==> config.mk <==
export PLATFORM = sky130hd
export DESIGN_NAME = ser_out_shifter
export DESIGN_NICKNAME = d
export VERILOG_FILES = /design/src/rtl/ser_out_pkg.sv /design/src/rtl/sos_ctrl.sv /design/src/rtl/sos_word_reg.sv /design/src/rtl/sos_tag_delay.sv /design/src/rtl/ser_out_shifter.sv
export SDC_FILE = /design/constraint.sdc
export NUM_CORES = 1
export LEC_CHECK = 0
export ABC_AREA = 1
export BUFFER_PORTS_ARGS = -buffer_cell sky130_fd_sc_hd__buf_2
export CAP_MARGIN = 20
export CORE_AREA = 2 2 76 85
export CTS_BUF_LIST = sky130_fd_sc_hd__clkbuf_4 sky130_fd_sc_hd__clkbuf_8
export DETAILED_ROUTE_END_ITERATION = 8
export DIE_AREA = 0 0 78 87
export PLACE_DENSITY = 0.61
export SLEW_MARGIN = 40
export SYNTH_ARGS = -nofsm -noshare
export SYNTH_HDL_FRONTEND = slang
export SYNTH_SLANG_ARGS = --single-unit
==> constraint.sdc <==
create_clock -name clk_i -period 1.8 [get_ports clk_i]
set_input_delay 0.18 -clock clk_i [delete_from_list [all_inputs] [get_ports clk_i]]
set_output_delay 0.18 -clock clk_i [all_outputs]
set_load 0.01 [all_outputs]
==> src/rtl/ser_out_pkg.sv <==
package ser_out_pkg;
  typedef enum logic [1:0] {
    PH_IDLE  = 2'd0,
    PH_SHIFT = 2'd1,
    PH_PASS  = 2'd2
  } phase_e;
endpackage

==> src/rtl/sos_ctrl.sv <==
module sos_ctrl
  import ser_out_pkg::*;
#(
  parameter int unsigned WIDTH = 16
) (
  input  logic   clk_i,
  input  logic   rst_ni,
  input  logic   cs_n_i,
  input  logic   rc_i,
  output logic   start_o,
  output phase_e phase_o,
  output logic   sync_o,
  output logic   frame_o
);
  localparam int unsigned CNT_W = (WIDTH > 2) ? $clog2(WIDTH) : 1;
  localparam logic [CNT_W-1:0] LAST_BIT = CNT_W'(WIDTH - 1);

  logic             rc_q;
  logic [CNT_W-1:0] bit_cnt;
  phase_e           phase_q;

  // reset rc_q high so an idle-high rc_i does not fire a frame at reset release
  assign start_o = rc_i & ~rc_q & ~cs_n_i;
  assign phase_o = phase_q;

  always_ff @(posedge clk_i or negedge rst_ni) begin
    if (!rst_ni) begin
      rc_q    <= 1'b1;
      phase_q <= PH_IDLE;
      bit_cnt <= '0;
      sync_o  <= 1'b0;
      frame_o <= 1'b0;
    end else begin
      rc_q    <= rc_i;
      sync_o  <= start_o;
      frame_o <= ~cs_n_i & (start_o | (phase_q == PH_SHIFT));
      if (cs_n_i) begin
        phase_q <= PH_IDLE;
        bit_cnt <= '0;
      end else if (start_o) begin
        phase_q <= PH_SHIFT;
        bit_cnt <= '0;
      end else if (phase_q == PH_SHIFT) begin
        bit_cnt <= bit_cnt + 1'b1;
        if (bit_cnt == LAST_BIT) phase_q <= PH_PASS;
      end
    end
  end
endmodule

==> src/rtl/sos_word_reg.sv <==
module sos_word_reg #(
  parameter int unsigned WIDTH = 16
) (
  input  logic             clk_i,
  input  logic             rst_ni,
  input  logic [WIDTH-1:0] result_i,
  input  logic             result_valid_i,
  input  logic             load_i,
  input  logic             shift_i,
  output logic             msb_o
);
  logic [WIDTH-1:0] pend_q;
  logic [WIDTH-1:0] shreg_q;

  assign msb_o = shreg_q[WIDTH-1];

  always_ff @(posedge clk_i or negedge rst_ni) begin
    if (!rst_ni) begin
      pend_q  <= '0;
      shreg_q <= '0;
    end else begin
      if (result_valid_i) pend_q <= result_i;
      // load takes the word held before this edge
      if (load_i)       shreg_q <= pend_q;
      else if (shift_i) shreg_q <= {shreg_q[WIDTH-2:0], 1'b0};
    end
  end
endmodule

==> src/rtl/sos_tag_delay.sv <==
module sos_tag_delay #(
  parameter int unsigned STAGES = 15
) (
  input  logic clk_i,
  input  logic rst_ni,
  input  logic tag_i,
  output logic tag_o
);
  logic [STAGES-1:0] pipe_q;

  for (genvar g = 0; g < STAGES; g++) begin : g_stage
    if (g == 0) begin : g_head
      always_ff @(posedge clk_i or negedge rst_ni) begin
        if (!rst_ni) pipe_q[0] <= 1'b0;
        else         pipe_q[0] <= tag_i;
      end
    end else begin : g_body
      always_ff @(posedge clk_i or negedge rst_ni) begin
        if (!rst_ni) pipe_q[g] <= 1'b0;
        else         pipe_q[g] <= pipe_q[g-1];
      end
    end
  end

  assign tag_o = pipe_q[STAGES-1];
endmodule

==> src/rtl/ser_out_shifter.sv <==
module ser_out_shifter
  import ser_out_pkg::*;
#(
  parameter int unsigned WIDTH = 16
) (
  input  logic             clk_i,
  input  logic             rst_ni,
  input  logic             cs_n_i,
  input  logic             rc_i,
  input  logic             tag_i,
  input  logic [WIDTH-1:0] result_i,
  input  logic             result_valid_i,
  output logic             sync_o,
  output logic             data_o,
  output logic             frame_o
);
  // output register adds one stage, so the pipe is one short of the word
  localparam int unsigned TAG_STAGES = WIDTH - 1;

  logic   start;
  phase_e phase;
  logic   word_msb;
  logic   tag_dly;

  sos_ctrl #(.WIDTH(WIDTH)) u_ctrl (
    .clk_i   (clk_i),
    .rst_ni  (rst_ni),
    .cs_n_i  (cs_n_i),
    .rc_i    (rc_i),
    .start_o (start),
    .phase_o (phase),
    .sync_o  (sync_o),
    .frame_o (frame_o)
  );

  sos_word_reg #(.WIDTH(WIDTH)) u_word (
    .clk_i          (clk_i),
    .rst_ni         (rst_ni),
    .result_i       (result_i),
    .result_valid_i (result_valid_i),
    .load_i         (start),
    .shift_i        (phase == PH_SHIFT),
    .msb_o          (word_msb)
  );

  sos_tag_delay #(.STAGES(TAG_STAGES)) u_tag (
    .clk_i  (clk_i),
    .rst_ni (rst_ni),
    .tag_i  (tag_i),
    .tag_o  (tag_dly)
  );

  always_ff @(posedge clk_i or negedge rst_ni) begin
    if (!rst_ni) begin
      data_o <= 1'b0;
    end else if (cs_n_i || start) begin
      data_o <= 1'b0;
    end else begin
      unique case (phase)
        PH_SHIFT: data_o <= word_msb;
        PH_PASS:  data_o <= tag_dly;
        default:  data_o <= 1'b0;
      endcase
    end
  end
endmodule

==> results of run 1 <==
Yosys cell counts, types with 2 or more instances:
cell type	n
nand2_1	87
nor2_1	7
inv_1	21
inv_2	2
buf_6	5
ha_1	3
buf_2	2
clkbuf_1	2
dfrtp_1	56
nand3_1	33
a21oi_1	4
o21ai_0	17
per-stage QoR:
step	worst slack [ns]	hold WS (ns)	area [µm²]	std cells
finish	0.492	0.0536	2740	366
global route	0.325	0.0520	2740	366
CTS	0.506	0.0328	2740	366
detailed placement	0.533	0.0828	2490	347
global placement	0.521	0.0765	2490	347
floorplan	0.658	-0.116	2330	249
per-layer routing:
metal  wire, µm  vias up  global-route usage  part of all wire
met2       1730       32               0.212              0.43
met5          0        -                   0                 0
met1       2030      752               0.181              0.51
met4         77        0              0.0702             0.019
met3        180        8              0.0643             0.045
li1           -      845                   -                 -
worst register-to-register path, cell delays in order, from the launching register on:
cell and delay [ns]:
dfrtp_1 0.40, ha_1 0.30, inv_2 0.29, nand2_1 0.09, a21oi_1 0.13
repair_timing:
action | 4_1_cts | 5_1_grt
setup buffers | 0 | 0
hold endpoints to repair | 12 | 0
hold buffers | 3 | 0
kinds of logic after synthesis:
group,Yosys count
adders and majority gates,3
buffers and inverters,35
AOI/OAI and AO/OA,22
DFF,57
and+or+nand+nor,132
registers in the layout, indices dropped and copies added (netlist names):
signal          count
u_ctrl.bit_cnt      4
u_tag.tag_o         1
u_ctrl.frame_o      1
u_word.pend_q      16
u_ctrl.sync_o       1
u_ctrl.phase_o      2
u_ctrl.rc_q         1
u_word.shreg_q     16
u_tag.pipe_q       14
data_o              1
area by class of cell:
cell class	count	area (µm²)
Multi-Input combinational cell	157	712
Clock buffer	14	180
Tap cell	80	100
Timing Repair Buffer	32	188
Inverter	24	92.6
Sequential cell	57	1430
Fill cell	619	3270
Clock inverter	2	35.0
worst max-delay path by stage:
| stage | from | endpoint | slack, ns |
|---|---|---|---|
| floorplan | u_ctrl.phase_o[1] | u_ctrl.phase_o[0] | 0.66 |
| global placement | u_ctrl.phase_o[1] | u_word.shreg_q[0] | 0.52 |
| detailed placement | u_ctrl.phase_o[1] | u_ctrl.bit_cnt[0] | 0.53 |
| CTS | u_ctrl.phase_o[1] | data_o | 0.51 |
| global route | u_ctrl.phase_o[1] | u_ctrl.bit_cnt[3] | 0.33 |
| finish | rc_i | u_word.shreg_q[10] | 0.49 |
power breakdown:
group          switching (mW)  internal, mW  total [mW]
Clock                   0.473         0.782        1.25
Sequential             0.0593          1.42        1.48
Combinational           0.185         0.119       0.304
Total                   0.717          2.32        3.04
==> flow_metrics.tcl, run 1 <==
set metrics [dict create \
    routed_wl_mm 4.02 \
    yosysTopAreaCell "dfrtp_1" \
    start_util 0.387 \
    ys.flop_type "dfrtp_1" \
    finish.net_count 306 \
    skew_ns 0.00774 \
    final_common_cell "nand2_1" \
    grt.overflow.total 0 \
    crit_fanout 16 \
    path_cells "dlygate4sd3_1, buf_2, inv_2, nor2_4, nand3_1, nand2_1, nand2_1" \
    critPathMaxStageDelay_ns 0.52 \
    finalSetupTns_ns 0 \
    htree_levels 3 \
    synth_fa_ha_area_frac 0.0161 \
    grtUsageTotal 0.144 \
    worst_slew_pin_slew_ns 0.422 \
    crit_path_start_kind "input port" \
    insertion_delay_ns 0.33 \
    final_max_slew_viol_count 0 \
    status "complete, no violations" \
    synth_compound_area_frac 0.0473 \
    cp.required_ns 2.02 \
    grt_start_max_net_pins 36 \
    synth_seq_cells 57 \
    synth-edff-count 0 \
    synth.net_count 274 \
    place_hpwl_mm 2.61 \
    ant_nets 0 \
    coreArea_um2 6010 \
    r2r_start "u_ctrl.phase_o[0]" \
    final_util 0.455 \
    drv_cap 0 \
    drt_iter0_drc 58 \
    leakage_nw 1.43 \
    min_period_ns 1.31 \
    finalHoldViolCount 0 \
    ir_worst_vdd_mv 0.542 \
    critical_path_class "in -> reg" \
    p_per_area_nw_per_um2 1110 \
    timing.rr.end "u_ctrl.bit_cnt[1]" \
    crit_family "buffers and inverters" \
    fmax_mhz 764 \
    insertedDiodeCount 0 \
    cts.sinks 57 \
    grt_first_pass_wirelength_mm 7.45 \
    max_slew_margin 0.719 \
    clk_pin_slew_worst_paths_ns 0.06 \
    syn_inst 249 \
    layout_common_cells "nand2_1 (87), dfrtp_1 (56), nand3_1 (33)" \
    r2r_setup_slack_ns 0.52 \
    cp_num_buf_inv 3 \
    tritoncts "yes" \
    r2r_cells 4 \
    avgSynthCellArea_um2 9.35 \
    endpoint_kind "flip-flop" \
    finalCritPeriodShare 0.727 \
    hp-class "in -> reg" \
    rsz0062_at_grt "false" \
    antenna_found_initial 0 \
    synth-simple-area-share 0.242 \
    cpMostUsedCell "nand2_1" \
    setup_viol 0 \
    wire_per_inst_um 11.0 \
    die_w_um 78 \
    min_from "result_i[5]" \
    ys_seq_area_frac 0.613 \
    synth_xor_xnor_area_share 0 \
    total_power_mw 3.04 \
    cts.repair.resized 0 \
    drc 0 \
    yosysTopAreaCellShare 0.602 \
    num_vias 1637 \
    clockBufferDepth 2 \
    slowest_stage "dlygate4sd3_1" \
    rows 30 \
    routabilityCongestion 0.758 \
    crit_cells 7 \
    cts_inserted_buffers 9 \
    synth_top_family_by_area "simple AND/OR/NAND/NOR gates" \
    area_growth_pct 17.5 \
    min_path_cells 3 \
    io_buffers 24 \
    io_pins 25 \
    ys_warn_count 0 \
    syn_area_um2 2330 \
    ctsRootBufferMaster "clkbuf_8" \
    muxShareOfSynthArea 0 \
    dr.pass1.iters 4 \
    viasPerCell 4.47 \
    grt_pass1_vias 1653 \
    crit_arrival_ns 1.53 \
    die_y_um 87 \
    dieArea_um2 6790 \
    layout-drive-gt1-share 0.182 \
    synthArstFlopShare 1.00 \
    ys_types 22 \
    synth.area.top_cells "dfrtp_1 (60%), nand2_1 (14%), nand3_1 (7.1%)" \
    holdPathEnd "u_word.pend_q[5]" \
]
Power figures use the tool's default switching activity.
==> run 2: changes to the inputs <==
--- a/config.mk
+++ b/config.mk
@@ -12,7 +12,7 @@
 export CTS_BUF_LIST = sky130_fd_sc_hd__clkbuf_4 sky130_fd_sc_hd__clkbuf_8
 export DETAILED_ROUTE_END_ITERATION = 8
 export DIE_AREA = 0 0 78 87
-export PLACE_DENSITY = 0.61
+export PLACE_DENSITY = 0.63
 export SLEW_MARGIN = 40
 export SYNTH_ARGS = -nofsm -noshare
 export SYNTH_HDL_FRONTEND = slang
==> constraint.sdc (replaced) <==
create_clock -name clk_i -period 1.2 [get_ports clk_i]
set_input_delay 0.12 -clock clk_i [delete_from_list [all_inputs] [get_ports clk_i]]
set_output_delay 0.12 -clock clk_i [all_outputs]
set_load 0.01 [all_outputs]
==> flow_metrics.tcl, run 2 (synthesis gave the netlist of run 1 again) <==
set metrics [dict create \
    drc 0 \
    finish.net_count 331 \
    fmax_mhz 838 \
    endpoint_kind "flip-flop" \
    cts_inserted_buffers 9 \
    cpMostUsedCell "nand2_1" \
    path_cells "inv_2, nand3_4, buf_12, nand2_1, nand2_1, nand2_1" \
    place_area_um2 2590 \
    critPathMaxStageDelay_ns 0.57 \
    grtUsageTotal 0.150 \
    place_hpwl_mm 2.74 \
    layout-drive-gt1-share 0.235 \
    io_buffers 24 \
    drt_iter0_drc 137 \
    max_slew_margin 0.713 \
    htree_levels 3 \
    final_max_slew_viol_count 0 \
    finalHoldViolCount 0 \
    grt.overflow.total 0 \
    hold_ws_ns 0.00612 \
    leakage_nw 1.58 \
    coreArea_um2 6010 \
    clk_pin_slew_worst_paths_ns 0.06 \
    reg_top3 "u_word.pend_q (16), u_word.shreg_q (16), u_tag.pipe_q (14)" \
    slowest_stage "dfstp_2" \
    die_y_um 87 \
    crit_arrival_ns 1.42 \
    ant_nets 0 \
    critical_path_class "reg -> reg" \
    total_power_mw 5.00 \
    cts.sinks 57 \
    finalCritPeriodShare 0.994 \
    rsz0062_at_grt "true" \
    crit_fanout 13 \
    routabilityCongestion 0.751 \
    min_period_ns 1.19 \
    area_growth_pct 33.8 \
    crit_family "flip-flops" \
    ctsRootBufferMaster "clkbuf_8" \
    wire_per_inst_um 11.9 \
    drv_cap 0 \
    antenna_found_initial 0 \
    worst_slew_pin_slew_ns 0.430 \
    insertion_delay_ns 0.34 \
    crit_path_start_kind "flip-flop" \
    num_vias 1786 \
    p_per_area_nw_per_um2 1610 \
    clockBufferDepth 2 \
    ir_worst_vdd_mv 1.19 \
    setup_viol 0 \
    fillers 570 \
    dieArea_um2 6790 \
    grt_start_max_net_pins 42 \
    status "complete, no violations" \
    final_common_cell "nand2_1" \
    finalSetupTns_ns 0 \
    rows 30 \
    finish.instance_area_um2 3110 \
    routed_wl_mm 4.66 \
    layout_common_cells "nand2_1 (81), dfrtp_1 (56), nand3_1 (33)" \
    dr.pass1.iters 4 \
    grt_pass1_vias 1692 \
    start_util 0.387 \
    insertedDiodeCount 0 \
    die_w_um 78 \
    cp_num_buf_inv 2 \
    grt_first_pass_wirelength_mm 7.66 \
    hp-class "in -> reg" \
    io_pins 25 \
    skew_ns 0.00557 \
    cp.required_ns 1.43 \
    tritoncts "yes" \
    viasPerCell 4.57 \
]
[run 2: cell count changes in the layout (fill, tap and decap cells not counted), sizes merged]
cell | previous run | this run
buf | 29 | 37
bufinv | 1 | 3
dlygate4sd3 | 3 | 18
clkinvlp | 0 | 1
clkbuf | 14 | 13
[run 2: worst register-to-register path, delay by kind of cell (launching register included)]
family                 cells  cell delay (ns)
DFF                        1             0.57
and+or+nand+nor            4             0.32
buffers and inverters      2             0.20
[run 2: repair_timing]
action	4_1_cts	5_1_grt
gates resized for setup	2	11
endpoints found under the setup margin	20	19
hold buffers	18	0
pin swaps	0	3
endpoints found under the hold margin	73	0
gates cloned	0	2
setup buffers	0	1
[run 2: routing by layer]
layer | wire length (µm) | track usage
met5 | 0 | 0
met3 | 201 | 0.0467
met1 | 2160 | 0.192
met4 | 113 | 0.0861
met2 | 2190 | 0.227
[run 2: power breakdown]
| part | switching [mW] | leakage (nW) | total (mW) | internal [mW] |
|---|---|---|---|---|
| combinational | 0.309 | 0.765 | 0.570 | 0.261 |
| sequential | 0.0935 | 0.695 | 2.22 | 2.13 |
| clock | 0.755 | 0.123 | 2.21 | 1.45 |
| total | 1.16 | 1.58 | 5.00 | 3.85 |
[run 2: cell type report]
cell class              instances  area (µm²)  share of cell area
clock buffers                  11         145              0.0466
clock inverters                 5         103              0.0330
inverters                      24        95.1              0.0305
multi-input cells             157         744               0.239
flip-flops and latches         57        1430               0.459
well taps                      80         100              0.0322
repair buffers                 57         498               0.160
[run 2: metrics by stage]
step,utilization,setup slack [ns],instances
after floorplan,-,0.0576,249
after global placement,0.432,-0.0413,354
after detailed placement,0.432,-0.0830,354
after CTS,0.505,0.00464,388
after global routing,0.518,-0.0349,391
final,0.518,0.00668,391
[run 2: final timing paths]
| path | endpoint | slack [ns] | cells past startpoint | startpoint |
|---|---|---|---|---|
| worst max-delay path | u_word.shreg_q[12] | 0.007 | 6 | u_ctrl.rc_q |
| worst min-delay path | u_word.pend_q[15] | 0.006 | 3 | result_i[15] |
| worst max register to register | u_word.shreg_q[12] | 0.007 | 6 | u_ctrl.rc_q |
| worst min register to register | u_tag.pipe_q[4] | 0.35 | 0 | u_tag.pipe_q[3] |
| max in group asynchronous | u_ctrl.rc_q | 0.52 | 3 | rst_ni |
| min in group asynchronous | u_word.pend_q[5] | 0.16 | 2 | rst_ni |
